===== src/rtl/fwh_pkg.sv =====
package fwh_pkg;
  typedef enum logic [3:0] {
    ST_IDLE, ST_START, ST_SEL, ST_ADDR, ST_SIZE, ST_HTAR0, ST_HTAR1,
    ST_SYNC, ST_DLO, ST_DHI, ST_TTAR0, ST_TTAR1
  } fwh_state_e;

  localparam logic [3:0] NIB_START  = 4'b1101;
  localparam logic [3:0] NIB_SIZE1  = 4'b0000;
  localparam logic [3:0] NIB_TAR    = 4'b1111;
  localparam logic [3:0] SYNC_WAIT  = 4'b0101;
  localparam logic [3:0] SYNC_READY = 4'b0000;
endpackage


===== src/rtl/fwh_wait_ctr.sv =====
module fwh_wait_ctr #(
  parameter int MAX_WAIT = 16
) (
  input  logic clk,
  input  logic rst,
  input  logic clr,
  input  logic inc,
  output logic over
);
  localparam int CW = $clog2(MAX_WAIT + 1);
  logic [CW-1:0] cnt;

  // over: the next wait sampled would be one beyond the limit
  assign over = (cnt == CW'(MAX_WAIT));

  always_ff @(posedge clk) begin
    if (rst || clr) cnt <= '0;
    else if (inc && !over) cnt <= cnt + 1'b1;
  end

  assert_wait_bound_R7: assert property (@(posedge clk) disable iff (rst)
    cnt <= CW'(MAX_WAIT));
endmodule


===== src/rtl/fwh_byte_asm.sv =====
module fwh_byte_asm #(
  parameter int NIB_W = 4
) (
  input  logic             clk,
  input  logic             rst,
  input  logic             cap_lo,
  input  logic             cap_hi,
  input  logic [NIB_W-1:0] nib,
  output logic [2*NIB_W-1:0] data
);
  logic [NIB_W-1:0] lo_q, hi_q;

  always_ff @(posedge clk) begin
    if (rst) begin
      lo_q <= '0;
      hi_q <= '0;
    end else begin
      if (cap_lo) lo_q <= nib;
      if (cap_hi) hi_q <= nib;
    end
  end

  assign data = {hi_q, lo_q};

  // the high nibble always directly follows the low nibble
  assert_lo_first_R5: assert property (@(posedge clk) disable iff (rst)
    cap_hi |-> $past(cap_lo));
endmodule


===== src/rtl/fwh_read_init.sv =====
module fwh_read_init
  import fwh_pkg::*;
#(
  parameter int ADDR_W   = 28,
  parameter int MAX_WAIT = 16
) (
  input  logic              clk,
  input  logic              rst,
  input  logic              req_valid,
  output logic              req_ready,
  input  logic [3:0]        req_sel,
  input  logic [ADDR_W-1:0] req_addr,
  output logic              rsp_valid,
  output logic [7:0]        rsp_data,
  output logic              rsp_err,
  output logic              frame_n,
  output logic [3:0]        bus_out,
  output logic              bus_oe,
  input  logic [3:0]        bus_in
);
  localparam int ADDR_NIBS = ADDR_W / 4;
  localparam int NC_W      = (ADDR_NIBS > 1) ? $clog2(ADDR_NIBS) : 1;

  fwh_state_e        state, nxt;
  logic [NC_W-1:0]   nib_cnt;
  logic [3:0]        sel_q;
  logic [ADDR_W-1:0] addr_sr;
  logic              finish_ok, finish_err;
  logic              wait_over;
  logic [7:0]        byte_val;

  assign req_ready = (state == ST_IDLE);

  fwh_wait_ctr #(.MAX_WAIT(MAX_WAIT)) u_wait (
    .clk (clk),
    .rst (rst),
    .clr (state != ST_SYNC),
    .inc (state == ST_SYNC && bus_in == SYNC_WAIT),
    .over(wait_over)
  );

  fwh_byte_asm #(.NIB_W(4)) u_asm (
    .clk   (clk),
    .rst   (rst),
    .cap_lo(state == ST_DLO),
    .cap_hi(state == ST_DHI),
    .nib   (bus_in),
    .data  (byte_val)
  );

  always_comb begin
    nxt        = state;
    finish_ok  = 1'b0;
    finish_err = 1'b0;
    case (state)
      ST_IDLE:  if (req_valid) nxt = ST_START;
      ST_START: nxt = ST_SEL;
      ST_SEL:   nxt = ST_ADDR;
      ST_ADDR:  if (nib_cnt == NC_W'(ADDR_NIBS - 1)) nxt = ST_SIZE;
      ST_SIZE:  nxt = ST_HTAR0;
      ST_HTAR0: nxt = ST_HTAR1;
      ST_HTAR1: nxt = ST_SYNC;
      ST_SYNC: begin
        if (bus_in == SYNC_READY) nxt = ST_DLO;
        else if (bus_in == SYNC_WAIT) begin
          if (wait_over) begin
            nxt        = ST_IDLE;
            finish_err = 1'b1;
          end
        end else begin
          nxt        = ST_IDLE;
          finish_err = 1'b1;
        end
      end
      ST_DLO:   nxt = ST_DHI;
      ST_DHI:   nxt = ST_TTAR0;
      ST_TTAR0: nxt = ST_TTAR1;
      ST_TTAR1: begin
        nxt       = ST_IDLE;
        finish_ok = 1'b1;
      end
      default:  nxt = ST_IDLE;
    endcase
  end

  always_ff @(posedge clk) begin
    if (rst || state != ST_ADDR) nib_cnt <= '0;
    else nib_cnt <= nib_cnt + 1'b1;
  end

  // bus outputs are registered from the next state
  always_ff @(posedge clk) begin
    if (rst) begin
      state     <= ST_IDLE;
      frame_n   <= 1'b1;
      bus_out   <= NIB_TAR;
      bus_oe    <= 1'b0;
      rsp_valid <= 1'b0;
      rsp_err   <= 1'b0;
      rsp_data  <= '0;
      sel_q     <= '0;
      addr_sr   <= '0;
    end else begin
      state     <= nxt;
      rsp_valid <= finish_ok | finish_err;
      rsp_err   <= finish_err;
      if (finish_ok)       rsp_data <= byte_val;
      else if (finish_err) rsp_data <= '0;
      if (state == ST_IDLE && req_valid) begin
        sel_q   <= req_sel;
        addr_sr <= req_addr;
      end
      frame_n <= (nxt != ST_START);
      case (nxt)
        ST_START: begin bus_out <= NIB_START; bus_oe <= 1'b1; end
        ST_SEL:   begin bus_out <= sel_q;     bus_oe <= 1'b1; end
        ST_ADDR: begin
          bus_out <= addr_sr[ADDR_W-1 -: 4];
          bus_oe  <= 1'b1;
          addr_sr <= {addr_sr[ADDR_W-5:0], 4'h0};
        end
        ST_SIZE:  begin bus_out <= NIB_SIZE1; bus_oe <= 1'b1; end
        ST_HTAR0: begin bus_out <= NIB_TAR;   bus_oe <= 1'b1; end
        default:  begin bus_out <= NIB_TAR;   bus_oe <= 1'b0; end
      endcase
    end
  end

  assert_one_clk_frame_R1: assert property (@(posedge clk) disable iff (rst)
    !frame_n |=> frame_n);
  assert_accept_start_R1: assert property (@(posedge clk) disable iff (rst)
    (req_valid && req_ready) |=> (!frame_n && bus_oe && bus_out == NIB_START));
  assert_target_owns_bus_R3: assert property (@(posedge clk) disable iff (rst)
    (state inside {ST_SYNC, ST_DLO, ST_DHI, ST_TTAR0, ST_TTAR1}) |-> !bus_oe);
  assert_rsp_pulse_R6: assert property (@(posedge clk) disable iff (rst)
    rsp_valid |=> !rsp_valid);
  assert_ok_after_tar_R6: assert property (@(posedge clk) disable iff (rst)
    (rsp_valid && !rsp_err) |-> $past(state) == ST_TTAR1);
  assert_bad_sync_R8: assert property (@(posedge clk) disable iff (rst)
    (state == ST_SYNC && bus_in != SYNC_WAIT && bus_in != SYNC_READY)
      |=> (rsp_valid && rsp_err));
endmodule


===== config.mk =====
export PLATFORM = sky130hd
export DESIGN_NAME = fwh_read_init
export DESIGN_NICKNAME = d
export VERILOG_FILES = /design/src/rtl/fwh_pkg.sv /design/src/rtl/fwh_wait_ctr.sv /design/src/rtl/fwh_byte_asm.sv /design/src/rtl/fwh_read_init.sv
export SDC_FILE = /design/constraint.sdc
export NUM_CORES = 1
export LEC_CHECK = 0
export ABC_AREA = 1
export ABC_CLOCK_PERIOD_IN_PS = 2310
export BUFFER_PORTS_ARGS = -buffer_cell sky130_fd_sc_hd__buf_2
export CAP_MARGIN = 10
export CORE_UTILIZATION = 45
export CTS_CLUSTER_DIAMETER = 80
export DETAILED_ROUTE_END_ITERATION = 8
export PLACE_DENSITY = 0.65
export SLEW_MARGIN = 20
export SYNTH_ARGS = -nofsm -noshare
export SYNTH_HDL_FRONTEND = slang
export SYNTH_HIERARCHICAL = 1
export SYNTH_SLANG_ARGS = --single-unit

===== constraint.sdc =====
create_clock -name clk -period 2.31 [get_ports clk]
set_input_delay 0.462 -clock clk [delete_from_list [all_inputs] [get_ports clk]]
set_output_delay 0.462 -clock clk [all_outputs]
set_load 0.02 [all_outputs]

# Word level (Yosys, flattened, before mapping)
# Cells that the tools add are included.
[word_totals]
in_bits = 39
output_inout_bits = 17
regBits = 68
elab_cells = 68
[op_classes]
add_sub_neg = 2
mux = 17
eq_ne = 22
n_bitwise = 1
n_reduce_logical = 12
[ops]
columns = ["operator", "count"]
rows = [
  ["28-bit 2-to-1 mux", 2],
  ["4-bit one-hot mux with 11 select lines", 1],
  ["4-bit by 3-bit == test with 1-bit output, second input constant", 7],
  ["4-bit 2-to-1 mux", 5],
  ["4-bit by 2-bit == test with 1-bit output, second input constant", 4],
  ["4-bit == test, second input constant", 4],
  ["8-bit 2-to-1 mux", 2],
  ["4-bit one-hot mux with 4 select lines", 1],
  ["4-bit by 1-bit == test with 1-bit output, second input constant", 2],
  ["4-bit zero test", 2],
  ["1-bit 2-to-1 mux", 6],
  ["5-bit by 1-bit adder with 5-bit output, second input constant", 1],
  ["5-bit == test, second input constant", 1],
  ["5-bit OR reduction", 1],
  ["4-bit by 1-bit inequality test with 1-bit output, second input constant", 1],
  ["4-bit by 2-bit inequality test with 1-bit output, second input constant", 1],
  ["4-bit by 3-bit inequality test with 1-bit output, second input constant", 1],
  ["2-bit nonzero test", 2],
  ["3-bit by 1-bit adder with 3-bit output, second input constant", 1],
  ["3-bit == test, second input constant", 1],
  ["1-bit logical AND", 3],
  ["1-bit logical OR", 2],
  ["2-bit OR reduction", 1],
  ["1-bit zero test", 1],
  ["1-bit OR", 1],
]

# Logic depth before layout (Yosys ltp)
[logic_depth]
ltp_word = 8
ltp_mapped = 17
mapped_depth_nobuf = 16

# By module
# Netlist, hierarchy kept.
[by_module_without_submodules]
columns = ["module", "area_per_inst_um2", "instances", "cells_each", "seq_area_each_um2"]
rows = [
  ["fwh_read_init", 2596.2, 1, 392, 1101.1],
  ["fwh_byte_asm", 326.6, 1, 47, 160.2],
  ["fwh_wait_ctr", 265.3, 1, 41, 100.1],
]

# Least setup slack after synthesis
# Ideal clock, no wire load.
[synth_timing]
kind = "register -> register"
from = "reg u_wait.cnt[0]"
to = "reg addr_sr[23]"
setup_slack_ps = 402
n_path_buf = 1
stages_incl_launch_ff = 17
arrival_ps = 1798
period_less_slack_ps = 1908
setup_ps = 110
path_cell_list = "dfxtp_1 > inv_1 > ha_1 > nand2_1 > inv_1 > nand2_1 > inv_1 > nand3b_1 > inv_1 > nand2_2 > nand2_2 > nand3_4 > buf_6 > nand2_1 > nand3_1 > nand2_1 > inv_1"
[synth_between]
elab_chain_cells = 7
[synth_lines]
columns = ["element", "line", "source"]
rows = [
  ["start: declaration", "fwh_wait_ctr.sv:11", "logic [CW-1:0] cnt;"],
  ["start signal: assignment", "fwh_wait_ctr.sv:18", "else if (inc && !over) cnt <= cnt + 1'b1;"],
  ["5-bit == test (*)", "fwh_wait_ctr.sv:14", "assign over = (cnt == CW'(MAX_WAIT));"],
  ["net wait_over", "fwh_read_init.sv:29", "logic wait_over;"],
  ["4-bit 2-to-1 mux (*)", "fwh_read_init.sv:66", "if (wait_over) begin"],
  ["4-bit 2-to-1 mux (*)", "fwh_read_init.sv:65", "else if (bus_in == SYNC_WAIT) begin"],
  ["4-bit 2-to-1 mux (*)", "fwh_read_init.sv:64", "if (bus_in == SYNC_READY) nxt = ST_DLO;"],
  ["4-bit one-hot mux with 11 select lines (*)", "fwh_read_init.sv:55", "case (state)"],
  ["4-bit by 2-bit == test with 1-bit output (*)", "fwh_read_init.sv:114", "case (nxt)"],
  ["28-bit 2-to-1 mux / 2-bit nonzero test (equally long branches)", "-", ""],
  ["end signal: assignment", "fwh_read_init.sv:111", "addr_sr <= req_addr;"],
  ["end signal: assignment", "fwh_read_init.sv:120", "addr_sr <= {addr_sr[ADDR_W-5:0], 4'h0};"],
  ["end: declaration", "fwh_read_init.sv:27", "logic [ADDR_W-1:0] addr_sr;"],
]
# Mark *: on every way through the listed nets, which the timed path passes. The rest lies on a longest branch.
# A chain may end at the register's enable or synchronous reset.

# Worst setup path after layout
[layout_timing]
from = "reg u_wait.cnt[0]"
to = "reg addr_sr[9]"
# Same word-level chain as after synthesis.

==> results.md <==
- # fillers: 721
- Initial Util: 0.4667
- Worst hold path type: primary input to flop
- Root buffer selected by CTS: clkbuf_8
- Worst path max stage delay: 390 ps
- Maxcap violations: 0
- Layout cell share with drive strength beyond 1: 0.1852
- Fmax: 0.4796 GHz
- First-pass GRT wire length: 11.56 mm
- CP startpoint kind: flop
- Flop and latch count out of synthesis: 68
- Largest net degree at the start of global routing: 26
- Endpoints failing hold: 0
- Synth warnings: 6
- Layout Cell Area excl Fill: 3741 µm²
- Skew final: 10.50 ps
- CP max stage cell: dfxtp_1
- Mux cell area share after synthesis: 0
- H-tree Lvls: 3
- Area Growth Syn to Fin: 17.35%
- Die width: 86.17 µm
- Total congestion overflow: 0
- Final GP Congestion: 0.8136
- ANT cells: 0
- RSZ-0062 raised after global routing: no
- Initial antenna violation count: 0
- Residual DRC count: 0
- Crit Path Class: flop to flop
- Fin crit period: 2085 ps
- Status: finished, final reports clean
- Postcts setup bufs: 0
- Syn_nets: 523
- Simple-gate share of the synthesized area: 0.4035
- Final Total Pwr: 2.878 mW
- Via count: 2959
- Mapped cell area: 3188 µm²
- Top-area cell type share of the netlist area: 0.4270
- Post-synthesis xor/xnor area fraction: 0.002747
- Pwr Density: 769.2 nW/µm²
- Avg Inst Size Synth: 6.642 µm²
- Crit path arrival time: 2380 ps
- Vias in the first global route: 2598
- Area of the die: 7425 µm²
- Slew HR: 0.5845
- Number of port buffers: 55
- Asr flop ratio synth: 0
- Most common cell in the netlist: nand2_1
- Final period utilization: 0.9027
- Yosys cell types: 21
- CTS tree: done
- EDFF count, synth: 0
- Worst path cell trace: inv_1 > ha_1 > nand2_1 > inv_1 > nand2_2 > inv_1 > nand3b_1 > nor2_4 > nor2_1 > nor2_4 > buf_4 > nand3_1 > nand3_1 > nand2_1 > inv_1
- Synth area leader: dfxtp_1
- Worst-path maximum fanout: 14
- Syn Inst Count: 480
- Critical Path RT: 2600 ps
- Top post-synthesis cells by area: dfxtp_1 (43%), nand2_1 (20%), nand3_1 (11%), inv_1 (6.9%), nor2_1 (5.7%)
- Final worst slack: 224.9 ps
- TNS Setup: 0 ps
- Area after DPL: 3525 µm²
- Prevailing post-synth register cell: dfxtp_1
- LEAKAGE: 1.884 nW
- Final Net Count: 580
- DR WL/cell: 10.88 µm
- Maximum VDD drop: 0.3813 mV
- First drt pass iteration count: 4
- Sequential-to-total area share from yosys stat: 0.4270
- Crit path capture type: flop
- Worst-Margin Slew: 622.6 ps
- Post-synthesis compound-gate area fraction: 0.03768
- Synth Area in Adders: 0.01570
- Dpl hpwl: 4.780 mm
- ANT nets after route: 0
- Longest Clk Path Bufs: 2
- Boundary Pins: 56
- Detailed Route WL: 6.921 mm
- Clk_lat worst skew: 340 ps
- Die Y: 86.17 µm
- Reg clk slew, reported paths: 70 ps
- Number of CTS-inserted buffers: 9
- Pre-CTS setup slack: 127.4 ps
- Via-to-Cell Ratio: 4.653
- CP most frequent cell: inv_1
- GRT Total Usage: 0.1971
- Core area: 6832 µm²
- # setup viols final: 0
- Max-slew violation count: 0
- FP Rows: 30
- Synth top cells by count: nand2_1 (168), dfxtp_1 (68), nand3_1 (67), inv_1 (59), nor2_1 (48)
- Initial drt markers: 144
- Largest family of logic cells by synthesized area: simple AND/OR/NAND/NOR gates
- # clock sinks: 68
==> report_power, final <==
group	switching [mW]	total, mW	internal [mW]
sequential	0.0435	1.31	1.27
combinational	0.392	0.604	0.212
clock	0.419	0.963	0.544
==> per-stage QoR <==
step           hold slack [ps]  instances    util
2_1_floorplan            417.3        480       -
3_3_place_gp             431.6        621  0.5159
3_5_place_dp             450.8        621  0.5159
4_1_cts                  361.5        635  0.5438
5_1_grt                  367.7        636  0.5476
6_report                 363.2        636  0.5476
==> critical path: cells and delay by family (launching register included) <==
| kind | cells | cell delay [ps] |
|---|---|---|
| flip-flops | 1 | 390 |
| adder cells (fa/ha/maj) | 1 | 180 |
| AND/OR/NAND/NOR | 9 | 1020 |
| buffers and inverters | 5 | 440 |
==> layer usage <==
layer,share of wire,GRT usage,up-vias
li1,-,-,1580
met1,0.50,0.2708,1307
met2,0.43,0.3016,62
met3,0.053,0.03238,10
met4,0.014,0.09545,0
met5,0,0,-
==> cell usage in the layout, fill, tap and decap left out, types with 4 or more instances in the layout <==
master	Yosys	layout
inv_2	4	4
nand2_2	4	5
buf_2	7	55
nand3_1	67	67
nand2_1	168	167
clkbuf_8	0	11
nor2_1	48	46
buf_4	0	8
inv_1	59	59
nor2_2	7	9
dfxtp_1	68	68
ha_1	4	4
a21oi_1	23	22
==> state kept, by name, indices dropped and copies added (netlist names), 4 cells and up <==
name and count:
bus_out 4, u_asm/lo_q 4, u_asm/hi_q 4, rsp_data 8, u_wait/cnt 5, state 4, sel_q 4, addr_sr 28
==> kinds of logic (layout without fill, tap and decap cells) <==
group	count (synthesis)	after routing
adders and majority gates	4	4
buffers and inverters	82	141
xor gates and xnor gates	1	1
AOI/OAI and AO/OA	24	24
and+or+nand+nor	301	302
DFF	68	68
==> path summary, 6_finish.rpt <==
path / from / end / slack, ps / cells after the start
max reg2reg: u_wait/cnt[0]$_SDFFE_PP0P_ / addr_sr[9]$_SDFFE_PP0P_ / 220 / 15
min: req_sel[2] / sel_q[2]$_SDFFE_PP0P_ / 360 / 3
min reg2reg: nib_cnt[0]$_SDFF_PP0_ / nib_cnt[0]$_SDFF_PP0_ / 460 / 1
max: u_wait/cnt[0]$_SDFFE_PP0P_ / addr_sr[9]$_SDFFE_PP0P_ / 220 / 15
==> area by class of cell <==
cell class                 instances  area, µm²  area share
inverter                          64      240.2     0.06421
multi-input combinational        331       1494      0.3993
clock inverter                     2      35.03    0.009365
tap                               96      120.1     0.03211
sequential                        68       1361      0.3639
clock buffer                      12      155.1     0.04147
timing repair buffer              63      335.3     0.08963
==> repair_timing <==
item                                    in CTS  in global routing
endpoints found under the setup margin       0                 25
gates resized for setup                      0                  4
hold buffers                                 0                  0
(Power assumes the default switching activity.)
